<file path="config.mk">
export PLATFORM = sky130hd
export DESIGN_NAME = hw_lock_unit
export DESIGN_NICKNAME = d
export VERILOG_FILES = /design/src/rtl/hw_lock_pkg.sv /design/src/rtl/hw_lock_decode.sv /design/src/rtl/hw_lock_slot.sv /design/src/rtl/hw_lock_unit.sv
export SDC_FILE = /design/constraint.sdc
export NUM_CORES = 1
export LEC_CHECK = 0
export ABC_AREA = 1
export BUFFER_PORTS_ARGS = -buffer_cell sky130_fd_sc_hd__clkbuf_2
export CORE_UTILIZATION = 34
export CTS_CLUSTER_SIZE = 8
export DETAILED_ROUTE_END_ITERATION = 8
export HOLD_SLACK_MARGIN = 0.06
export PLACE_DENSITY = 0.5
export SYNTH_ARGS = -nofsm -noshare
export SYNTH_HDL_FRONTEND = slang
export SYNTH_SLANG_ARGS = --single-unit
</file>
<file path="constraint.sdc">
create_clock -name clk -period 2.6 [get_ports clk]
set_input_delay 0.13 -clock clk [delete_from_list [all_inputs] [get_ports clk]]
set_output_delay 0.13 -clock clk [all_outputs]
set_load 0.02 [all_outputs]
</file>
<file path="src/rtl/hw_lock_pkg.sv">
package hw_lock_pkg;
  localparam int VEC_W = 32;
  typedef logic [VEC_W-1:0] vec_t;

  // keep only the lowest set bit
  function automatic vec_t lowest_onehot(vec_t v);
    return v & (~v + vec_t'(1));
  endfunction

  // first set bit of v searched upward from start+1, wrapping modulo n
  function automatic vec_t rr_onehot(vec_t v, int start, int n);
    vec_t r;
    r = '0;
    for (int k = n; k >= 1; k--) begin
      int idx;
      idx = (start + k) % n;
      if (v[idx]) r = vec_t'(1) << idx;
    end
    return r;
  endfunction

  // position of the highest set bit (input is one-hot where used)
  function automatic int onehot_index(vec_t v);
    int r;
    r = 0;
    for (int i = 0; i < VEC_W; i++)
      if (v[i]) r = i;
    return r;
  endfunction
endpackage

</file>
<file path="src/rtl/hw_lock_decode.sv">
module hw_lock_decode #(
  parameter int NPROC = 4,
  parameter int NLOCK = 8
) (
  input  logic [NPROC-1:0]                    rd_en,
  input  logic [NPROC-1:0]                    wr_en,
  input  logic [NPROC*$clog2(NLOCK)-1:0]      addr,
  output logic [NLOCK-1:0][NPROC-1:0]         rd_hit,
  output logic [NLOCK-1:0][NPROC-1:0]         wr_hit
);
  localparam int AW = $clog2(NLOCK);

  always_comb begin
    for (int l = 0; l < NLOCK; l++) begin
      for (int p = 0; p < NPROC; p++) begin
        logic sel;
        sel = (addr[p*AW +: AW] == AW'(l));
        rd_hit[l][p] = rd_en[p] & sel;
        // a read in the same cycle takes precedence over a store
        wr_hit[l][p] = wr_en[p] & ~rd_en[p] & sel;
      end
    end
  end
endmodule

</file>
<file path="src/rtl/hw_lock_slot.sv">
module hw_lock_slot
  import hw_lock_pkg::*;
#(
  parameter int NPROC = 4
) (
  input  logic                                clk,
  input  logic                                rst_n,
  input  logic [NPROC-1:0]                    rd_hit,
  input  logic [NPROC-1:0]                    wr_hit,
  output logic                                held_o,
  output logic [((NPROC > 1) ? $clog2(NPROC) : 1)-1:0] owner_o,
  output logic [NPROC-1:0]                    pend_o,
  output logic [NPROC-1:0]                    grant_o,
  output logic [NPROC-1:0]                    bad_o,
  output logic [NPROC-1:0]                    wake_o,
  output logic                                release_o
);
  localparam int PW = (NPROC > 1) ? $clog2(NPROC) : 1;

  logic             held_q;
  logic [PW-1:0]    owner_q;
  logic [NPROC-1:0] pend_q;
  logic [NPROC-1:0] own_vec;
  logic [NPROC-1:0] new_wait;
  logic [NPROC-1:0] waiters;
  logic [NPROC-1:0] pend_n;
  logic             take_free;
  vec_t             tmp_own;
  vec_t             tmp_low;
  vec_t             tmp_rr;

  always_comb begin
    tmp_own = vec_t'(1) << owner_q;
    own_vec = held_q ? tmp_own[NPROC-1:0] : '0;
    tmp_low = lowest_onehot(vec_t'(rd_hit));
    if (held_q) begin
      grant_o  = rd_hit & own_vec;
      new_wait = rd_hit & ~own_vec;
    end else begin
      grant_o  = tmp_low[NPROC-1:0];
      new_wait = rd_hit & ~tmp_low[NPROC-1:0];
    end
    release_o = held_q & |(wr_hit & own_vec);
    bad_o     = wr_hit & ~own_vec;
    waiters   = pend_q | new_wait;
    tmp_rr    = rr_onehot(vec_t'(waiters), int'(owner_q), NPROC);
    wake_o    = release_o ? tmp_rr[NPROC-1:0] : '0;
    pend_n    = waiters & ~wake_o & ~grant_o;
    take_free = ~held_q & |grant_o;
  end

  always_ff @(posedge clk or negedge rst_n) begin
    if (!rst_n) begin
      held_q  <= 1'b0;
      owner_q <= '0;
      pend_q  <= '0;
    end else begin
      pend_q <= pend_n;
      if (take_free) begin
        held_q  <= 1'b1;
        owner_q <= PW'(onehot_index(vec_t'(grant_o)));
      end else if (release_o) begin
        held_q <= 1'b0;
      end
    end
  end

  assign held_o  = held_q;
  assign owner_o = owner_q;
  assign pend_o  = pend_q;
endmodule

</file>
<file path="src/rtl/hw_lock_unit.sv">
module hw_lock_unit #(
  parameter int NPROC = 4,
  parameter int NLOCK = 8
) (
  input  logic                               clk,
  input  logic                               rst_n,
  input  logic [NPROC-1:0]                   rd_en,
  input  logic [NPROC-1:0]                   wr_en,
  input  logic [NPROC*$clog2(NLOCK)-1:0]     addr,
  output logic [NPROC-1:0]                   rsp_valid,
  output logic [NPROC-1:0]                   rsp_grant,
  output logic [NPROC-1:0]                   wake_irq,
  output logic [NPROC-1:0]                   wr_err
);
  localparam int PW = (NPROC > 1) ? $clog2(NPROC) : 1;

  logic [NLOCK-1:0][NPROC-1:0] rd_hit;
  logic [NLOCK-1:0][NPROC-1:0] wr_hit;

  // per-lock internal events, named for the checker
  logic [NLOCK-1:0]            slot_held;
  logic [NLOCK-1:0][PW-1:0]    slot_owner;
  logic [NLOCK-1:0][NPROC-1:0] slot_pend;
  logic [NLOCK-1:0][NPROC-1:0] slot_grant;
  logic [NLOCK-1:0][NPROC-1:0] slot_bad;
  logic [NLOCK-1:0][NPROC-1:0] slot_wake;
  logic [NLOCK-1:0]            slot_release;

  logic [NPROC-1:0] grant_any;
  logic [NPROC-1:0] wake_any;
  logic [NPROC-1:0] bad_any;

  hw_lock_decode #(.NPROC(NPROC), .NLOCK(NLOCK)) u_dec (
    .rd_en  (rd_en),
    .wr_en  (wr_en),
    .addr   (addr),
    .rd_hit (rd_hit),
    .wr_hit (wr_hit)
  );

  for (genvar l = 0; l < NLOCK; l++) begin : g_slot
    hw_lock_slot #(.NPROC(NPROC)) u_slot (
      .clk       (clk),
      .rst_n     (rst_n),
      .rd_hit    (rd_hit[l]),
      .wr_hit    (wr_hit[l]),
      .held_o    (slot_held[l]),
      .owner_o   (slot_owner[l]),
      .pend_o    (slot_pend[l]),
      .grant_o   (slot_grant[l]),
      .bad_o     (slot_bad[l]),
      .wake_o    (slot_wake[l]),
      .release_o (slot_release[l])
    );
  end

  always_comb begin
    grant_any = '0;
    wake_any  = '0;
    bad_any   = '0;
    for (int l = 0; l < NLOCK; l++) begin
      grant_any = grant_any | slot_grant[l];
      wake_any  = wake_any  | slot_wake[l];
      bad_any   = bad_any   | slot_bad[l];
    end
  end

  always_ff @(posedge clk or negedge rst_n) begin
    if (!rst_n) begin
      rsp_valid <= '0;
      rsp_grant <= '0;
      wake_irq  <= '0;
      wr_err    <= '0;
    end else begin
      rsp_valid <= rd_en;
      rsp_grant <= grant_any;
      wake_irq  <= wake_any;
      wr_err    <= bad_any;
    end
  end
endmodule

</file>
==> results of run 1 <==
==> synth_stat cells (7+ instances only) <==
master,n
sky130_fd_sc_hd__nand2_1,340
sky130_fd_sc_hd__nor3_1,26
sky130_fd_sc_hd__ha_1,64
sky130_fd_sc_hd__dfrtp_1,72
sky130_fd_sc_hd__nand2_2,15
sky130_fd_sc_hd__inv_1,168
sky130_fd_sc_hd__nor2_1,117
sky130_fd_sc_hd__a21oi_1,78
sky130_fd_sc_hd__o21ai_2,7
sky130_fd_sc_hd__o211ai_1,8
sky130_fd_sc_hd__nand3_1,184
sky130_fd_sc_hd__inv_2,17
sky130_fd_sc_hd__nand4_1,28
sky130_fd_sc_hd__o21ai_0,44
==> layout by cell type (no fill, tap or decap), types with 3 or more instances in the layout <==
cell type and count:
sky130_fd_sc_hd__clkbuf_2 36, sky130_fd_sc_hd__dfrtp_2 4, sky130_fd_sc_hd__o21ai_4 3, sky130_fd_sc_hd__o21ai_1 6, sky130_fd_sc_hd__ha_1 62, sky130_fd_sc_hd__nor2_1 116, sky130_fd_sc_hd__inv_2 21, sky130_fd_sc_hd__o21ai_2 6
sky130_fd_sc_hd__inv_1 164, sky130_fd_sc_hd__nor4_1 6, sky130_fd_sc_hd__nand2_2 19, sky130_fd_sc_hd__nand4_2 3, sky130_fd_sc_hd__a31oi_1 4, sky130_fd_sc_hd__nand3_1 182, sky130_fd_sc_hd__buf_4 89, sky130_fd_sc_hd__dlygate4sd3_1 3
sky130_fd_sc_hd__o21ai_0 44, sky130_fd_sc_hd__nor2_2 3, sky130_fd_sc_hd__o211ai_1 8, sky130_fd_sc_hd__nand3b_1 3, sky130_fd_sc_hd__nor3_1 26, sky130_fd_sc_hd__nand3_2 8, sky130_fd_sc_hd__clkbuf_16 9, sky130_fd_sc_hd__a21oi_1 77
sky130_fd_sc_hd__dfrtp_1 68, sky130_fd_sc_hd__nand4_1 28, sky130_fd_sc_hd__nor3b_2 5, sky130_fd_sc_hd__nand2_1 336
==> cells by family after synthesis <==
kind of cell | after synthesis | share of synthesized area
AND/OR/NAND/NOR | 745 | 0.4348
adder cells (fa/ha/maj) | 64 | 0.1036
AO/OA/AOI/OAI | 162 | 0.1214
buffers and inverters | 204 | 0.1072
flip-flops | 72 | 0.2331
==> report_power, final <==
| group | internal [µW] | total (µW) | switching, µW |
|---|---|---|---|
| registers | 1510 | 1780 | 275 |
| clock network | 861 | 1380 | 521 |
| logic | 2090 | 5700 | 3610 |
==> sequential cells by signal (all words and copies together), names as in the netlist <==
name,count
wr_err,4
rsp_grant,4
rsp_valid,4
wake_irq,4
g_slot.u_slot.held_o,8
g_slot.u_slot.owner_o,16
g_slot.u_slot.pend_o,32
==> cell type report <==
class / instances / area, µm²
Tap cell: 280 / 350.3
Multi-Input combinational cell: 971 / 5156
Timing Repair Buffer: 128 / 878.3
Clock buffer: 10 / 239.0
Inverter: 189 / 715.7
Fill cell: 2425 / 12800
Sequential cell: 72 / 1807
Clock inverter: 5 / 81.33
==> repair_timing <==
action	4_1_cts	5_1_grt
hold buffers	3	0
gates resized for setup	0	22
endpoints found under the setup margin	0	9
endpoints found under the hold margin	74	0
buffers inserted	0	4
==> layer usage <==
| metal | vias to the layer above | global-route usage | part of all wire |
|---|---|---|---|
| met4 | 0 | 0.08802 | 0.028 |
| met3 | 41 | 0.03100 | 0.046 |
| met5 | - | 0 | 0 |
| met2 | 217 | 0.3906 | 0.46 |
| met1 | 3912 | 0.3167 | 0.47 |
| li1 | 4333 | - | - |
==> final timing paths <==
kind | from | to | cells past startpoint
worst min-delay path | rd_en[3] | rsp_valid[3]$_DFF_PN0_ | 1
min in group asynchronous | rst_n | g_slot[6].u_slot.pend_o[0]$_DFF_PN0_ | 2
worst min register to register | g_slot[0].u_slot.pend_o[2]$_DFF_PN0_ | g_slot[0].u_slot.pend_o[2]$_DFF_PN0_ | 2
worst max-delay path | rd_en[1] | wake_irq[2]$_DFF_PN0_ | 19
worst max register to register | g_slot[0].u_slot.owner_o[0]$_DFFE_PN0P_ | wake_irq[2]$_DFF_PN0_ | 18
max in group asynchronous | rst_n | g_slot[3].u_slot.owner_o[1]$_DFFE_PN0P_ | 2
==> critical path, stage by stage <==
cell and delay [ns]:
sky130_fd_sc_hd__dlygate4sd3_1 0.53, sky130_fd_sc_hd__clkbuf_2 0.22, sky130_fd_sc_hd__nand3_1 0.20, sky130_fd_sc_hd__inv_1 0.10, sky130_fd_sc_hd__nor2_1 0.11, sky130_fd_sc_hd__nand2_1 0.07, sky130_fd_sc_hd__nand2_1 0.12, sky130_fd_sc_hd__nand3_1 0.10
sky130_fd_sc_hd__nand3_1 0.09, sky130_fd_sc_hd__nand2_1 0.10, sky130_fd_sc_hd__buf_4 0.15, sky130_fd_sc_hd__a21oi_1 0.11, sky130_fd_sc_hd__nand2_1 0.07, sky130_fd_sc_hd__nand2_1 0.05, sky130_fd_sc_hd__nand2_1 0.06, sky130_fd_sc_hd__nand2_1 0.14
sky130_fd_sc_hd__nand2_1 0.07, sky130_fd_sc_hd__nor2_1 0.12, sky130_fd_sc_hd__nand3_1 0.08
==> metrics by stage <==
stage	TNS [ns]	hold WS, ns	utilization
floorplan	0	-0.1656	-
global placement	0	0.3169	0.3989
detailed placement	0	0.3155	0.3989
CTS	0	0.09628	0.4148
global route	-0.008022	0.1163	0.4189
finish	0	0.1065	0.4189
==> run_summary.xml, run 1 <==
<?xml version="1.0" encoding="UTF-8"?>
<metrics>
  <group name="sta">
    <metric name="worst_clock_skew" unit="ns">0.009341</metric>
    <metric name="maximum_achievable_frequency" unit="GHz">0.4190</metric>
    <metric name="timing_worst_slew_pin_value" unit="ns">1.019</metric>
    <metric name="finalSetupViolations" unit="">0</metric>
    <metric name="final.period_utilization" unit="">0.9180</metric>
    <metric name="final_critical_path_setup_slack" unit="ns">0.2133</metric>
    <metric name="maxSlewViolCount" unit="">0</metric>
    <metric name="max_transition_margin" unit="">0.3209</metric>
    <metric name="finalHoldViolations" unit="">0</metric>
    <metric name="final_critical_path_time_including_i_o_delays_and_setup" unit="ns">2.387</metric>
  </group>
  <group name="power">
    <metric name="total_power" unit="µW">8868</metric>
    <metric name="vdd.ir_drop.worst" unit="µV">411.4</metric>
    <metric name="p_leak" unit="µW">0.005111</metric>
    <metric name="ratio_of_total_power_to_cell_area" unit="nW/µm²">961.0</metric>
  </group>
  <group name="die">
    <metric name="die_h" unit="µm">152.8</metric>
    <metric name="placeableCoreArea" unit="µm²">22030</metric>
    <metric name="die_width" unit="µm">152.8</metric>
    <metric name="core.rowCount" unit="">54</metric>
    <metric name="design.die.area" unit="µm²">23340</metric>
    <metric name="effective_utilization_at_floorplan" unit="">0.3509</metric>
    <metric name="boundaryPins" unit="">38</metric>
  </group>
  <group name="clock_network">
    <metric name="ctsLongestPathBuffers" unit="">2</metric>
    <metric name="cts_tree" unit="">done</metric>
    <metric name="clock_insertion_delay_worst_skew" unit="ns">0.36</metric>
    <metric name="tritoncts_num_sinks" unit="">72</metric>
    <metric name="htreeDepth" unit="">3</metric>
    <metric name="cts-buffers-inserted" unit="">9</metric>
    <metric name="cts.root.buffer_cell" unit="">sky130_fd_sc_hd__clkbuf_16</metric>
    <metric name="post_cts_clock_slew_at_the_launch_and_capture_registers_of_the_worst_setup_and_hold_paths" unit="ns">0.06</metric>
  </group>
  <group name="placed_design">
    <metric name="post_placement_setup_slack" unit="ns">0.05811</metric>
    <metric name="cell_area_placed" unit="µm²">8786</metric>
    <metric name="dp_hpwl" unit="mm">22.46</metric>
    <metric name="place.gp.congestion" unit="">0.9027</metric>
    <metric name="post-place-cells" unit="">1633</metric>
    <metric name="buffer_ports.inserted" unit="">37</metric>
  </group>
  <group name="cells_and_area">
    <metric name="area.growth.synth_to_final" unit="%">19.38</metric>
    <metric name="finish.cell_count_without_fillers" unit="">1655</metric>
    <metric name="nNetsFinal" unit="">1457</metric>
    <metric name="antennaDiodeCount" unit="">0</metric>
    <metric name="drive_above_1_share" unit="">0.1644</metric>
    <metric name="final_design_area_no_fill" unit="µm²">9228</metric>
  </group>
  <group name="setup_path">
    <metric name="timing.critical_path.from_type" unit="">primary input</metric>
    <metric name="cp.arrival" unit="ns">2.62</metric>
    <metric name="r2r_slack" unit="ns">0.22</metric>
    <metric name="crit_path_end_kind" unit="">flop</metric>
    <metric name="cp_max_fo" unit="">9</metric>
    <metric name="worst-setup-path-type" unit="">in -&gt; reg</metric>
    <metric name="worst_ep_required_time" unit="ns">2.83</metric>
  </group>
  <group name="logic_synthesis">
    <metric name="yosysUniqueCellTypes" unit="">46</metric>
    <metric name="synth_area_leaders" unit="">sky130_fd_sc_hd__dfrtp_1 23%, sky130_fd_sc_hd__nand2_1 17%, sky130_fd_sc_hd__nand3_1 12%</metric>
    <metric name="post_synthesis_sequential_area_ratio" unit="">0.2331</metric>
    <metric name="syn_area_per_cell" unit="µm²">6.199</metric>
    <metric name="number_of_enable_type_register_cells_in_the_synthesized_netlist" unit="">0</metric>
    <metric name="synth-seq-cells" unit="">72</metric>
    <metric name="synth_warnings" unit="">0</metric>
    <metric name="synth_top_cell_area_share" unit="">0.2331</metric>
    <metric name="synthesis.area" unit="µm²">7730</metric>
    <metric name="synth-async-reset-ratio" unit="">1.000</metric>
    <metric name="synth-main-ff-cell" unit="">sky130_fd_sc_hd__dfrtp_1</metric>
    <metric name="gate_count_after_technology_mapping" unit="">1247</metric>
    <metric name="synth.largest_area_cell" unit="">sky130_fd_sc_hd__dfrtp_1</metric>
    <metric name="synth_fp_nets" unit="">1333</metric>
  </group>
  <group name="detailed_routing">
    <metric name="wl" unit="mm">27.23</metric>
    <metric name="wl_per_cell" unit="µm">16.45</metric>
    <metric name="dr.pass1.iters" unit="">7</metric>
    <metric name="post_drt_via_cell_ratio" unit="">5.138</metric>
    <metric name="drc" unit="">0</metric>
    <metric name="vias" unit="">8503</metric>
    <metric name="drt.antenna.violating_nets" unit="">0</metric>
    <metric name="drt_first_iter_violations" unit="">572</metric>
  </group>
  <group name="global_routing">
    <metric name="grt_max_degree" unit="">73</metric>
    <metric name="initial_antenna_violation_count" unit="">1</metric>
    <metric name="global_route_usage_sum" unit="">0.2375</metric>
    <metric name="grt.overflow.total" unit="">0</metric>
    <metric name="vias_in_the_first_global_route" unit="">7983</metric>
    <metric name="grt_first_pass_wirelength" unit="mm">43.08</metric>
  </group>
  <group name="run">
    <metric name="drv.max_cap_violation_count" unit="">0</metric>
  </group>
  <group name="run_status">
    <metric name="status" unit="">completed</metric>
  </group>
  <group name="worst_hold_path">
    <metric name="holdCritPathClass" unit="">in -&gt; reg</metric>
  </group>
</metrics>
Power figures use the tool's default switching activity.
==> run 2, diff against run 1 <==
--- a/config.mk
+++ b/config.mk
@@ -5,7 +5,6 @@
 export SDC_FILE = /design/constraint.sdc
 export NUM_CORES = 1
 export LEC_CHECK = 0
-export ABC_AREA = 1
 export BUFFER_PORTS_ARGS = -buffer_cell sky130_fd_sc_hd__clkbuf_2
 export CORE_UTILIZATION = 34
 export CTS_CLUSTER_SIZE = 8
==> run 2 against run 1 <==
- the flow now finishes with violations (negative setup slack)
- routed wire length increased by 29%
- synthesized cell count decreased by 23%
- final cell count increased by 0.73%
- largest cell class unchanged
- largest power group unchanged
==> run_summary.xml, run 2 <==
<?xml version="1.0" encoding="UTF-8"?>
<metrics>
  <group name="sta">
    <metric name="maximum_achievable_frequency" unit="GHz">0.3341</metric>
    <metric name="maxSlewViolCount" unit="">0</metric>
    <metric name="finalSetupViolations" unit="">14</metric>
    <metric name="max_transition_margin" unit="">0.4806</metric>
    <metric name="finalHoldViolations" unit="">0</metric>
    <metric name="timing_worst_slew_pin_value" unit="ns">0.7791</metric>
    <metric name="final_critical_path_setup_slack" unit="ns">-0.3932</metric>
    <metric name="final_critical_path_time_including_i_o_delays_and_setup" unit="ns">2.993</metric>
    <metric name="worst_clock_skew" unit="ns">0.009113</metric>
    <metric name="grt_setup_unrepaired" unit="">true</metric>
    <metric name="final.period_utilization" unit="">1.151</metric>
  </group>
  <group name="detailed_routing">
    <metric name="dr.pass1.iters" unit="">5</metric>
    <metric name="vias" unit="">9680</metric>
    <metric name="drt.antenna.violating_nets" unit="">0</metric>
    <metric name="post_drt_via_cell_ratio" unit="">5.807</metric>
    <metric name="drc" unit="">0</metric>
    <metric name="drt_first_iter_violations" unit="">782</metric>
    <metric name="wl_per_cell" unit="µm">20.99</metric>
    <metric name="wl" unit="mm">34.99</metric>
  </group>
  <group name="power">
    <metric name="p_leak" unit="µW">0.005786</metric>
    <metric name="sw_pwr" unit="µW">7394</metric>
    <metric name="vdd.ir_drop.worst" unit="µV">681.0</metric>
    <metric name="clkPwrFrac" unit="">0.086</metric>
    <metric name="ratio_of_total_power_to_cell_area" unit="nW/µm²">1269</metric>
    <metric name="p_sw_frac" unit="">0.4547</metric>
    <metric name="power_frac_seq" unit="">0.124</metric>
    <metric name="internal_power" unit="µW">8865</metric>
    <metric name="share_comb_of_total_power" unit="">0.790</metric>
  </group>
  <group name="logic_synthesis">
    <metric name="number_of_enable_type_register_cells_in_the_synthesized_netlist" unit="">0</metric>
    <metric name="yosysUniqueCellTypes" unit="">82</metric>
    <metric name="synth_fp_nets" unit="">1045</metric>
    <metric name="synth-async-reset-ratio" unit="">1.000</metric>
    <metric name="synth_warnings" unit="">0</metric>
    <metric name="synthesis.area" unit="µm²">7772</metric>
    <metric name="synth.top_cells.by_count" unit="">89 x sky130_fd_sc_hd__nand2_1, 81 x sky130_fd_sc_hd__nor2_1, 72 x sky130_fd_sc_hd__dfrtp_1</metric>
    <metric name="synth.largest_area_cell" unit="">sky130_fd_sc_hd__dfrtp_1</metric>
    <metric name="syn_area_per_cell" unit="µm²">8.105</metric>
    <metric name="synth_area_leaders" unit="">sky130_fd_sc_hd__dfrtp_1 23%, sky130_fd_sc_hd__ha_1 10%, sky130_fd_sc_hd__a21oi_1 4.4%</metric>
    <metric name="synth-seq-cells" unit="">72</metric>
    <metric name="gate_count_after_technology_mapping" unit="">959</metric>
    <metric name="post_synthesis_sequential_area_ratio" unit="">0.2318</metric>
    <metric name="synth_top_cell_area_share" unit="">0.2318</metric>
    <metric name="synthMostInstantiatedCell" unit="">sky130_fd_sc_hd__nand2_1</metric>
    <metric name="synth-main-ff-cell" unit="">sky130_fd_sc_hd__dfrtp_1</metric>
  </group>
  <group name="cells_and_area">
    <metric name="seqCellArea" unit="µm²">1809</metric>
    <metric name="nNetsFinal" unit="">1468</metric>
    <metric name="area.growth.synth_to_final" unit="%">64.78</metric>
    <metric name="largest_register_ffs" unit="">32</metric>
    <metric name="drive_above_1_share" unit="">0.4845</metric>
    <metric name="multi_input_area" unit="µm²">6686</metric>
    <metric name="antennaDiodeCount" unit="">0</metric>
    <metric name="final.fill_count" unit="">1937</metric>
    <metric name="layout_commonest_cell" unit="">sky130_fd_sc_hd__buf_4</metric>
    <metric name="final_design_area_no_fill" unit="µm²">12810</metric>
    <metric name="most-common-layout-cells" unit="">391 x sky130_fd_sc_hd__buf_4, 77 x sky130_fd_sc_hd__nand2_1, 71 x sky130_fd_sc_hd__nor2_1, 66 x sky130_fd_sc_hd__dfrtp_1, 60 x sky130_fd_sc_hd__a21oi_1</metric>
  </group>
  <group name="setup_path">
    <metric name="cp_max_fo" unit="">5</metric>
    <metric name="cp.arrival" unit="ns">3.22</metric>
    <metric name="worst_ep_required_time" unit="ns">2.82</metric>
    <metric name="regToRegStartpoint" unit="">g_slot[3].u_slot.owner_o[1]$_DFFE_PN0P_</metric>
    <metric name="r2r_slack" unit="ns">-0.39</metric>
    <metric name="worstReg2RegEnd" unit="">wake_irq[2]$_DFF_PN0_</metric>
    <metric name="timing.critical_path.from_type" unit="">flop</metric>
    <metric name="crit_path_end_kind" unit="">flop</metric>
    <metric name="worst-setup-path-type" unit="">reg -&gt; reg</metric>
    <metric name="worst-r2r-cell-count" unit="">11</metric>
  </group>
  <group name="worst_hold_path">
    <metric name="worstHoldStart" unit="">rd_en[0]</metric>
    <metric name="worstHoldEndpoint" unit="">rsp_valid[0]$_DFF_PN0_</metric>
    <metric name="min_delay_path_depth" unit="">2</metric>
    <metric name="holdCritPathClass" unit="">in -&gt; reg</metric>
  </group>
  <group name="die">
    <metric name="die_width" unit="µm">153.2</metric>
    <metric name="boundaryPins" unit="">38</metric>
    <metric name="effective_utilization_at_floorplan" unit="">0.3518</metric>
    <metric name="placeableCoreArea" unit="µm²">22090</metric>
    <metric name="core.rowCount" unit="">54</metric>
    <metric name="design.die.area" unit="µm²">23470</metric>
    <metric name="die_h" unit="µm">153.2</metric>
  </group>
  <group name="global_routing">
    <metric name="grt_first_pass_wirelength" unit="mm">52.62</metric>
    <metric name="grt.overflow.total" unit="">0</metric>
    <metric name="vias_in_the_first_global_route" unit="">9348</metric>
    <metric name="initial_antenna_violation_count" unit="">1</metric>
    <metric name="grt_max_degree" unit="">53</metric>
    <metric name="global_route_usage_sum" unit="">0.2903</metric>
  </group>
  <group name="placed_design">
    <metric name="dp_hpwl" unit="mm">27.24</metric>
    <metric name="cell_area_placed" unit="µm²">11110</metric>
    <metric name="buffer_ports.inserted" unit="">37</metric>
    <metric name="place.gp.congestion" unit="">1.002</metric>
    <metric name="post_placement_setup_slack" unit="ns">-0.8070</metric>
  </group>
  <group name="clock_network">
    <metric name="ctsLongestPathBuffers" unit="">2</metric>
    <metric name="cts-buffers-inserted" unit="">9</metric>
    <metric name="post_cts_clock_slew_at_the_launch_and_capture_registers_of_the_worst_setup_and_hold_paths" unit="ns">0.06</metric>
    <metric name="htreeDepth" unit="">3</metric>
    <metric name="cts.root.buffer_cell" unit="">sky130_fd_sc_hd__clkbuf_16</metric>
    <metric name="tritoncts_num_sinks" unit="">72</metric>
    <metric name="clock_insertion_delay_worst_skew" unit="ns">0.35</metric>
    <metric name="cts_tree" unit="">done</metric>
  </group>
  <group name="run">
    <metric name="drv.max_cap_violation_count" unit="">0</metric>
  </group>
  <group name="run_status">
    <metric name="violated_checks" unit="">negative setup slack</metric>
    <metric name="status" unit="">complete, but fails checks</metric>
  </group>
</metrics>
-- run 2: cell types whose count changed after synthesis, sizes merged, moves of 15 or more --
cell | before | now
nand2 | 355 | 89
nand3 | 190 | 27
inv | 186 | 39
nor2 | 122 | 81
clkbuf | 0 | 37
a221oi | 0 | 26
nor2b | 0 | 25
nand2b | 0 | 15
-- run 2: metrics by stage --
stage	util	hold slack (ns)	power (µW)	instances	TNS [ns]
2_1_floorplan	-	-0.1656	7468	959	-0.7912
3_3_place_gp	0.5027	0.2682	11810	1607	-8.220
3_5_place_dp	0.5027	0.2734	11880	1607	-8.675
4_1_cts	0.5451	0.06845	14450	1642	-1.306
5_1_grt	0.5797	0.08551	17270	1667	-4.161
6_report	0.5797	0.07600	16260	1667	-2.146
-- run 2: what timing repair did --
action                                  4_1_cts  5_1_grt
endpoints found under the setup margin       21       29
buffers inserted                             20       27
pin swaps                                    50       37
cloned                                        0        0
hold buffers                                  1        0
gates resized for setup                     108      120
hold endpoints to repair                     50        0
-- run 2: area by class of cell --
| cell class | count | area share |
|---|---|---|
| clock buffer | 13 | 0.01954 |
| clock inverter | 3 | 0.005080 |
| inverter | 40 | 0.01221 |
| multi-input combinational | 801 | 0.5221 |
| sequential | 72 | 0.1413 |
| tap | 280 | 0.02735 |
| timing repair buffer | 458 | 0.2725 |
-- run 2: logic make-up after synthesis --
logic type / Yosys count / synth area share
and+or+nand+nor: 399 / 0.2854
AOI/OAI and AO/OA: 316 / 0.2898
buffers and inverters: 86 / 0.04491
DFF: 72 / 0.2318
adders and majority gates: 64 / 0.1030
muxes: 22 / 0.04507
-- run 2: worst max-delay path by stage --
stage	start	end	slack (ns)	depth (start not counted)
6_report	g_slot[3].u_slot.owner_o[1]$_DFFE_PN0P_	wake_irq[2]$_DFF_PN0_	-0.39	11
5_1_grt	g_slot[3].u_slot.owner_o[1]$_DFFE_PN0P_	wake_irq[2]$_DFF_PN0_	-0.51	11
4_1_cts	g_slot[4].u_slot.owner_o[0]$_DFFE_PN0P_	wake_irq[3]$_DFF_PN0_	-0.35	11
3_5_place_dp	addr[1]	wake_irq[0]$_DFF_PN0_	-0.81	13
3_3_place_gp	addr[1]	wake_irq[0]$_DFF_PN0_	-0.84	12
2_1_floorplan	g_slot[1].u_slot.owner_o[0]$_DFFE_PN0P_	wake_irq[2]$_DFF_PN0_	-0.32	11
-- run 2: routing by layer --
| layer | GRT usage | share of wire | up-vias |
|---|---|---|---|
| li1 | - | - | 4548 |
| met3 | 0.03261 | 0.066 | 63 |
| met5 | 0 | 0 | - |
| met1 | 0.4029 | 0.44 | 4700 |
| met2 | 0.4631 | 0.46 | 369 |
| met4 | 0.1049 | 0.032 | 0 |
-- run 2: worst max-delay path, stage by stage, from the launching register on --
cell and delay [ns]:
sky130_fd_sc_hd__dfrtp_1 0.42, sky130_fd_sc_hd__buf_6 0.13, sky130_fd_sc_hd__ha_4 0.14, sky130_fd_sc_hd__and2_4 0.15, sky130_fd_sc_hd__a311oi_2 0.22, sky130_fd_sc_hd__nor2_1 0.11, sky130_fd_sc_hd__mux4_2 0.53, sky130_fd_sc_hd__nand2b_4 0.18
sky130_fd_sc_hd__o22ai_1 0.19, sky130_fd_sc_hd__nor2_2 0.09, sky130_fd_sc_hd__a211o_1 0.30, sky130_fd_sc_hd__or4_1 0.40
-- run 2: power groups by stage --
stage / registers, µW / logic [µW] / clock network [µW]
floorplan: 2050 / 5420 / 0
global placement: 1970 / 9850 / 0
detailed placement: 1970 / 9910 / 0
CTS: 1990 / 11000 / 1430
global route: 2080 / 13700 / 1440
finish: 2020 / 12800 / 1400
